File: src/rtl/serial_audio_rx.sv
module serial_audio_rx #(
  parameter int DW      = 24,
  parameter int IDX_W   = 7,
  parameter int RJ_SPAN = 32
) (
  input  logic          clk,
  input  logic          rst_n,
  input  logic          bclk_in,
  input  logic          fclk_in,
  input  logic          sdata_in,
  input  logic [1:0]    cfg_fmt,
  input  logic [1:0]    cfg_wlen,
  input  logic [1:0]    pin_fmt,
  output logic [DW-1:0] left_data,
  output logic          left_valid,
  output logic [DW-1:0] right_data,
  output logic          right_valid
);

  localparam int CW = $clog2(DW + 1);
  localparam logic [1:0] F_RJ  = 2'b00;
  localparam logic [1:0] F_I2S = 2'b01;
  localparam logic [1:0] F_DSP = 2'b11;

  logic [2:0] bq;
  logic [1:0] fq, dq;

  always_ff @(posedge clk) begin
    if (!rst_n) begin
      bq <= '0;
      fq <= '0;
      dq <= '0;
    end else begin
      bq <= {bq[1:0], bclk_in};
      fq <= {fq[0], fclk_in};
      dq <= {dq[0], sdata_in};
    end
  end

  logic fr, sd, smp_edge;
  logic [1:0] fmt;
  logic is_rj, is_dsp;

  assign fr       = fq[1];
  assign sd       = dq[1];
  assign fmt      = (cfg_fmt != 2'b00) ? cfg_fmt : pin_fmt;
  assign is_rj    = (fmt == F_RJ);
  assign is_dsp   = (fmt == F_DSP);
  assign smp_edge = is_dsp ? (~bq[1] & bq[2]) : (bq[1] & ~bq[2]);

  logic [CW-1:0]    nbits, limit;
  logic [IDX_W-1:0] first;

  always_comb begin
    case (cfg_wlen)
      2'b01:   nbits = CW'(20);
      2'b10:   nbits = CW'(16);
      default: nbits = CW'(DW);
    endcase
    limit = is_rj ? nbits : CW'(DW);
    case (fmt)
      F_RJ:    first = IDX_W'(RJ_SPAN) - IDX_W'(nbits);
      F_I2S:   first = IDX_W'(1);
      default: first = '0;
    endcase
  end

  logic             fr_prev, primed, synced, ch;
  logic [IDX_W-1:0] idx;
  logic [CW-1:0]    n;
  logic [DW-1:0]    sh;

  logic             start, cap, full, flush, ch_c;
  logic [IDX_W-1:0] idx_c;
  logic [CW-1:0]    n_c;
  logic [DW-1:0]    sh_b, sh_c;

  assign start = smp_edge & primed & (is_dsp ? (fr_prev & ~fr) : (fr ^ fr_prev));
  assign idx_c = start ? '0 : idx;
  assign n_c   = start ? '0 : n;
  assign sh_b  = start ? '0 : sh;
  assign sh_c  = {sh_b[DW-2:0], sd};
  assign ch_c  = start ? (is_dsp ? ~ch : (fr ^ (fmt == F_I2S))) : ch;
  assign cap   = smp_edge & (synced | start) & (idx_c >= first) & (n_c < limit);
  assign full  = cap & ((n_c + CW'(1)) == limit);
  assign flush = start & synced & (n != '0) & (n < limit);

  function automatic logic [DW-1:0] shape(input logic [DW-1:0] v, input logic [CW-1:0] cnt,
                                          input logic rj, input logic [CW-1:0] nb);
    logic [DW-1:0] o;
    if (rj) begin
      for (int i = 0; i < DW; i++)
        o[i] = (i < int'(nb)) ? v[i] : v[int'(nb) - 1];
    end else begin
      o = v << (DW - int'(cnt));
    end
    return o;
  endfunction

  logic          emit, emit_left;
  logic [DW-1:0] emit_word;

  assign emit      = flush | full;
  assign emit_left = flush ? ch : ch_c;
  assign emit_word = flush ? shape(sh, n, is_rj, nbits)
                           : shape(sh_c, n_c + CW'(1), is_rj, nbits);

  always_ff @(posedge clk) begin
    if (!rst_n) begin
      left_data   <= '0;
      right_data  <= '0;
      left_valid  <= 1'b0;
      right_valid <= 1'b0;
      fr_prev     <= 1'b0;
      primed      <= 1'b0;
      synced      <= 1'b0;
      ch          <= 1'b0;
      idx         <= '0;
      n           <= '0;
      sh          <= '0;
    end else begin
      left_valid  <= 1'b0;
      right_valid <= 1'b0;
      if (emit) begin
        if (emit_left) begin
          left_data  <= emit_word;
          left_valid <= 1'b1;
        end else begin
          right_data  <= emit_word;
          right_valid <= 1'b1;
        end
      end
      if (smp_edge) begin
        fr_prev <= fr;
        primed  <= 1'b1;
        if (start) synced <= 1'b1;
        ch  <= ch_c;
        idx <= (&idx_c) ? idx_c : idx_c + IDX_W'(1);
        n   <= n_c + CW'(cap);
        sh  <= cap ? sh_c : sh_b;
      end
    end
  end

endmodule


File: config.mk
export PLATFORM = sky130hd
export DESIGN_NAME = serial_audio_rx
export DESIGN_NICKNAME = d
export VERILOG_FILES = /design/src/rtl/serial_audio_rx.sv
export SDC_FILE = /design/constraint.sdc
export NUM_CORES = 1
export LEC_CHECK = 0
export ABC_AREA = 1
export BUFFER_PORTS_ARGS = -buffer_cell sky130_fd_sc_hd__buf_2
export CORE_MARGIN = 10
export CORE_UTILIZATION = 26
export DETAILED_ROUTE_END_ITERATION = 10
export SLEW_MARGIN = 0
export SYNTH_ARGS = -nofsm -noshare
export SYNTH_HDL_FRONTEND = slang
export SYNTH_SLANG_ARGS = --single-unit
File: constraint.sdc
create_clock -name clk -period 3.33 [get_ports clk]
set_input_delay 0.4995 -clock clk [delete_from_list [all_inputs] [get_ports clk]]
set_output_delay 0.4995 -clock clk [all_outputs]
set_load 0.01 [all_outputs]
* Word-level counts from Yosys, hierarchy flattened
Index checks and enable logic that the tools add are counted.
** Storage, ports and cells
- Register bits :: 97
- Output and inout port bits :: 50
** Cells by class
- $add $sub $neg :: 7
- Order comparisons :: 28
- Equal/unequal tests :: 5
- Shift-type cells :: 2
- Multiplexer cells :: 73
- Bitwise operators :: 21
- Reductions and logical operators :: 10
** Operator list (number)
- $mux W24 :: 5
- $shl A24 B32 Y24 :: 2
- $mux W1 :: 59
- $lt A4 B5 Y1 const A :: 8
- $lt A5 B5 Y1 const A :: 8
- $lt A3 B5 Y1 const A :: 4
- $mux W7 :: 2
- $pmux W7 S2 :: 1
- $and A1 B1 Y1 :: 12
- $sub A5 B5 Y6 const A :: 2
- $bmux W1 S5 :: 2
- $lt A1 B5 Y1 const A :: 2
- $lt A2 B5 Y1 const A :: 2
- $lt A5 B5 Y1 :: 2
- $mux W5 :: 2
- $reduce_and A2 Y1 :: 5
- $pmux W4 S2 :: 1
- $add A7 B1 Y7 const B :: 1
- $ge A7 B7 Y1 :: 1
- $lt A6 B7 Y1 const B :: 1
- $reduce_and A7 Y1 :: 1
- $sub A6 B5 Y7 const A :: 1
- $sub A5 B1 Y6 const B :: 1
- $add A5 B1 Y5 :: 1
- other kinds (11) :: 20

* Longest topological paths before layout
- Depth in word-level cells :: 13
- Depth in mapped cells :: 28

* Worst setup path before layout
Ideal clock, no wire load.
- Path kind :: input to register
- Start point :: input port cfg_fmt[0]
- End point :: register n[4]
- Setup time :: 0.132 ns
- Data arrival time :: 3.391 ns
- Data required time :: 3.198 ns
- Slack :: -0.193 ns
- Stages :: 20
- Buffers on the path :: 2
- Cell sequence :: inv_2 > nand2_4 > nand2_8 > nand2_4 > nand2_4 > nand3_4 > nor2_8 > clkbuf_1 > nor2_1 > ha_1 > a21oi_1 > nand3_1 > o21bai_1 > and2_1 > clkbuf_1 > ha_1 > ha_1 > nand3_1 > o21ai_0 > nor3b_1
** Between the ends
- Cells in the longest elaborated chain, start to end :: 11
** RTL lines
- from (decl) :: line 11 : input logic [1:0] cfg_fmt,
- $reduce_bool A2 Y1 :: line 46 : assign fmt = (cfg_fmt != 2'b00) ? cfg_fmt : pin_fmt;
- $mux W2 (*) :: line 46
- $eq A2 B2 Y1 :: line 48 : assign is_dsp = (fmt == F_DSP);
- $mux W1 :: line 49 : assign smp_edge = is_dsp ? (~bq[1] & bq[2]) : (bq[1] & ~bq[2]);
- $and A1 B1 Y1 (2 in a row) :: line 78 : assign start = smp_edge & primed & (is_dsp ? (fr_prev & ~fr) : (fr ^ fr_prev));
- $mux W7 / $or A1 B1 Y1 (equally long branches) :: line 79, 84
- $ge A7 B7 Y1 / $and A1 B1 Y1 (equally long branches) :: line 84 : assign cap = smp_edge & (synced | start) & (idx_c >= first) & (n_c < limit);
- $and A1 B1 Y1 (2 in a row) :: line 84
- $add A5 B1 Y5 :: line 139 : n <= n_c + CW'(cap);
- to (signal assigned) :: line 139
- to (decl) :: line 70 : logic [CW-1:0] n;
Every way passes the cells marked *; elsewhere a longest branch is shown, timed or not.
A chain may end at the register's enable or synchronous reset.

* Final worst setup path
- Start point :: register fq[1]
- End point :: register left_data[9]
** Between the ends
- Cells in the longest elaborated chain, start to end :: 11
** RTL lines
- from (decl) :: line 26 : logic [1:0] fq, dq;
- from (signal assigned) :: line 35 : fq <= {fq[0], fclk_in};
- branches (longest 11 deep; another with $sub A5 B5 Y6)
- to (signal assigned) :: line 126 : left_data <= emit_word;
- to (decl) :: line 14 : output logic [DW-1:0] left_data,
Parallel ways; which one is timed is not known. The select of a mux whose other input is x is not followed.

==> summary.txt <==
Outcome
  • Status: complete, no violations

STA
  • Final setup fails: 0
  • Clock skew: 0.0176 ns
  • RSZ-0062 raised after global routing: true
  • Final hold vios: 0
  • Fin crit share: 93.8%
  • Slew @ Worst Pin: 0.723 ns
  • Tmin final: 3.12 ns
  • Worst setup margin: 0.206 ns
  • Final Max Tran Viols: 0
  • Max-Slew Margin vs Limit: 51.8%
  • Fmax: 320 MHz

Final layout
  • Antenna diodes: 0
  • Fillers: 3196
  • Fin cells: 1788
  • Storage cell area: 1940 um2
  • Area Growth Syn to Fin: 23.7%
  • Layout cell share with drive strength beyond 1: 18.0%
  • Area of the multi-input gates: 5010 um2
  • Nets: 1426

Logic synthesis
  • Gate Count Post-Synth: 1303
  • Largest family of logic cells by synthesized area: simple AND/OR/NAND/NOR gates
  • Ys async rst share: 0%
  • Library cells used by synthesis: 46
  • Post-synthesis simple-gate area fraction: 41.3%
  • Compound-Gate Fraction of Synth Area: 18.1%
  • Adder and majority gate portion of the synthesized area: 2.60%
  • Register area share after synthesis: 25.3%
  • Syn_nets: 1330
  • Xor/xnor share of the synthesized area: 0.228%
  • EDFF count, synth: 0
  • Cell Area, Synth: 7690 um2
  • Area leader, netlist: dfxtp_1
  • Largest cells by area after synthesis: dfxtp_1, nand2_1, nand3_1, nor2_1, o21ai_0
  • Synth warn: 0
  • Predominant post-synthesis flop cell: dfxtp_1
  • Mux share of post-synthesis cell area: 0.521%
  • Register bit total from synthesis: 97
  • Post-synth top area share: 25.3%
  • Syn_area_per_cell: 5.90 um2

Detailed routing
  • DR vias: 8898
  • Number of routed nets with antenna violations: 0
  • Drt via density: 4.98
  • First DRT Iteration DRCs: 853
  • DRT Wirelength: 29700 um
  • Average wire per standard cell: 16.6 um
  • Residual DRC: 0
  • Pre-Repair DR Iteration Count: 6

Critical path
  • Worst Path Max Fanout: 8
  • Buffers & Inverters on Critical Path: 5
  • Crit path DAT: 3.39 ns
  • CP top delay family: simple AND/OR/NAND/NOR gates
  • Slowest CP cell: dfxtp_2
  • Largest stage delay on the critical path: 0.33 ns
  • CP Launch Type: register
  • Crit Path Category: register to register
  • Most frequent CP cell: nand3_1
  • Critical path cell sequence: inv_1 > ha_1 > nand2_2 > nand2_4 > nor2_8 > nor2_2 > ha_1 > buf_4 > inv_1 > nand3_1 > nand2_1 > nor2_2 > nor2_4 > buf_12 > nand2_8 > nand3_1 > nand3_1 > nand3_1 > o21ai_1 > o21ai_1 > nand3_1 > o21ai_1 > inv_1
  • Required time of the critical path: 3.59 ns
  • CP Capture Type: register

Global route
  • GRT Resource Usage Total: 15.6%
  • Grt ovf: 0
  • First-pass GRT wire length: 45700 um
  • Largest net degree at the start of global routing: 39
  • Initial antenna violation count: 0
  • Vias in the first global route: 8260

Floorplanning
  • Die Footprint: 36800 um2
  • # rows: 62
  • Die X-Extent: 192 um
  • I/O pins: 61
  • Starting Density: 26.6%
  • Core ar.: 28900 um2
  • DIE HEIGHT: 192 um

Power
  • Tot Pwr: 2.90 mW
  • Power Density: 305 nW/um2
  • Static leakage: 4.27 nW
  • Peak supply drop: 215 uV

Clock network
  • H-tree levels: 3
  • Total clock sinks: 97
  • Num CTS Buffers: 9
  • Reg clk slew, reported paths: 0.08 ns
  • CTS Buffer Depth: 2
  • Root buffer cell: clkbuf_16
  • Worst-skew pair later-pin latency: 0.37 ns
  • CTS tree: built

Placement
  • Dpl cells: 1764
  • Pre-CTS WS: -0.189 ns
  • Placer Congestion: 0.960
  • Post-DP HPWL: 22500 um
  • # port buffers: 60

Run
  • Max-cap violation count: 0

Hold path
  • Hold crit path type: input pin to register
==> through the flow <==
stage               instance area, um2  utilization (%)  hold WS (ns)  TNS [ns]
global placement                  8890             30.7         0.395     -5.09
global route                      9510             32.9         0.305    -0.230
detailed placement                8890             30.7         0.401     -6.95
floorplan                         7690                -         0.390   -0.0788
CTS                               9240             31.9         0.301         0
finish                            9510             32.9         0.312         0
==> kinds of logic after synthesis <==
| kind of cell | Yosys count |
|---|---|
| muxes | 4 |
| adders and majority gates | 16 |
| DFF | 97 |
| xor gates and xnor gates | 2 |
| buffers and inverters | 225 |
| AOI/OAI and AO/OA | 253 |
| and+or+nand+nor | 706 |
==> cells in the final DEF (no fill, tap or decap), types with 4 or more instances in the layout <==
cell type	synthesis	layout
nand3_1	173	162
nand3_2	3	13
nand2_2	4	8
nand2_8	2	5
o31ai_1	4	4
dfxtp_1	97	96
nand2_1	292	287
nand4_1	36	36
nor2_2	6	9
clkbuf_16	0	10
a211oi_1	12	11
o211ai_1	15	15
nand2_4	6	6
a31oi_1	4	4
ha_1	16	16
nor2_1	169	164
o21ai_0	107	102
inv_2	8	10
a21oi_1	66	65
inv_1	134	131
mux2i_1	4	4
buf_4	4	91
o21ai_1	30	34
buf_2	8	60
buf_12	0	7
o22ai_1	6	6
==> worst reg2reg max path, cell delays in order (launching register included) <==
cell     delay (ns)
dfxtp_2        0.33
inv_1          0.05
ha_1           0.30
nand2_2        0.09
nand2_4        0.07
nor2_8         0.13
nor2_2         0.05
ha_1           0.21
buf_4          0.14
inv_1          0.04
nand3_1        0.07
nand2_1        0.10
nor2_2         0.06
nor2_4         0.12
buf_12         0.15
nand2_8        0.09
nand3_1        0.11
nand3_1        0.14
nand3_1        0.14
o21ai_1        0.07
o21ai_1        0.23
nand3_1        0.16
o21ai_1        0.14
inv_1          0.04
==> what timing repair did <==
action | CTS | global route
gates resized for setup | 2 | 45
setup buffers | 1 | 3
endpoints found under the setup margin | 1 | 73
hold buffers | 0 | 0
pin swaps | 1 | 6
endpoints found under the hold margin | 0 | 0
cloned | 1 | 3
==> sequential cells by signal, indices dropped and copies added, names as in the netlist, 2 cells and up <==
name,count
bq,3
idx,7
left_data,24
fq,2
sh,24
dq,2
right_data,24
n,5
==> layout make-up <==
cell class | count | share of cell area, %
timing repair inverter | 1 | 0.0789
multi-input combinational | 983 | 52.7
clock buffer | 9 | 2.37
sequential | 97 | 20.4
timing repair buffer | 161 | 12.5
tap | 384 | 5.05
inverter | 146 | 5.85
clock inverter | 7 | 1.00
==> cell usage after synthesis (6+ instances only) <==
cell type	n
nand2_1	292
nand3_1	173
nor2_1	169
inv_1	134
o21ai_0	107
dfxtp_1	97
a21oi_1	66
clkbuf_1	52
nand4_1	36
o21ai_1	30
ha_1	16
o211ai_1	15
a211oi_1	12
buf_1	9
buf_2	8
inv_2	8
buf_6	6
nand2_4	6
nor2_2	6
o22ai_1	6
==> path summary, 6_finish.rpt <==
| kind | start | to | slack [ns] | cells after the start |
|---|---|---|---|---|
| setup / recovery | fq[1]$_SDFF_PN0_ | left_data[9]$_SDFFE_PN0P_ | 0.21 | 23 |
| hold / removal | fclk_in | fq[0]$_SDFF_PN0_ | 0.31 | 3 |
| setup reg to reg | fq[1]$_SDFF_PN0_ | left_data[9]$_SDFFE_PN0P_ | 0.21 | 23 |
| hold reg to reg | fq[0]$_SDFF_PN0_ | fq[1]$_SDFF_PN0_ | 0.41 | 2 |
==> report_power, final <==
group          switching, mW  internal [mW]  total [mW]
registers            0.00920           1.17        1.18
logic                  0.390          0.179       0.569
clock network          0.542          0.608        1.15
total                  0.942           1.96        2.90
==> layer usage <==
layer  vias to the layer above  global-route usage (%)  share of wire, %
met5                         -                       0                 0
met4                         0                    6.55               3.7
met3                        61                    2.65               7.1
met2                       356                    26.0                47
met1                      3991                    19.5                42
li1                       4490                       -                 -
Power figures use the tool's default switching activity.
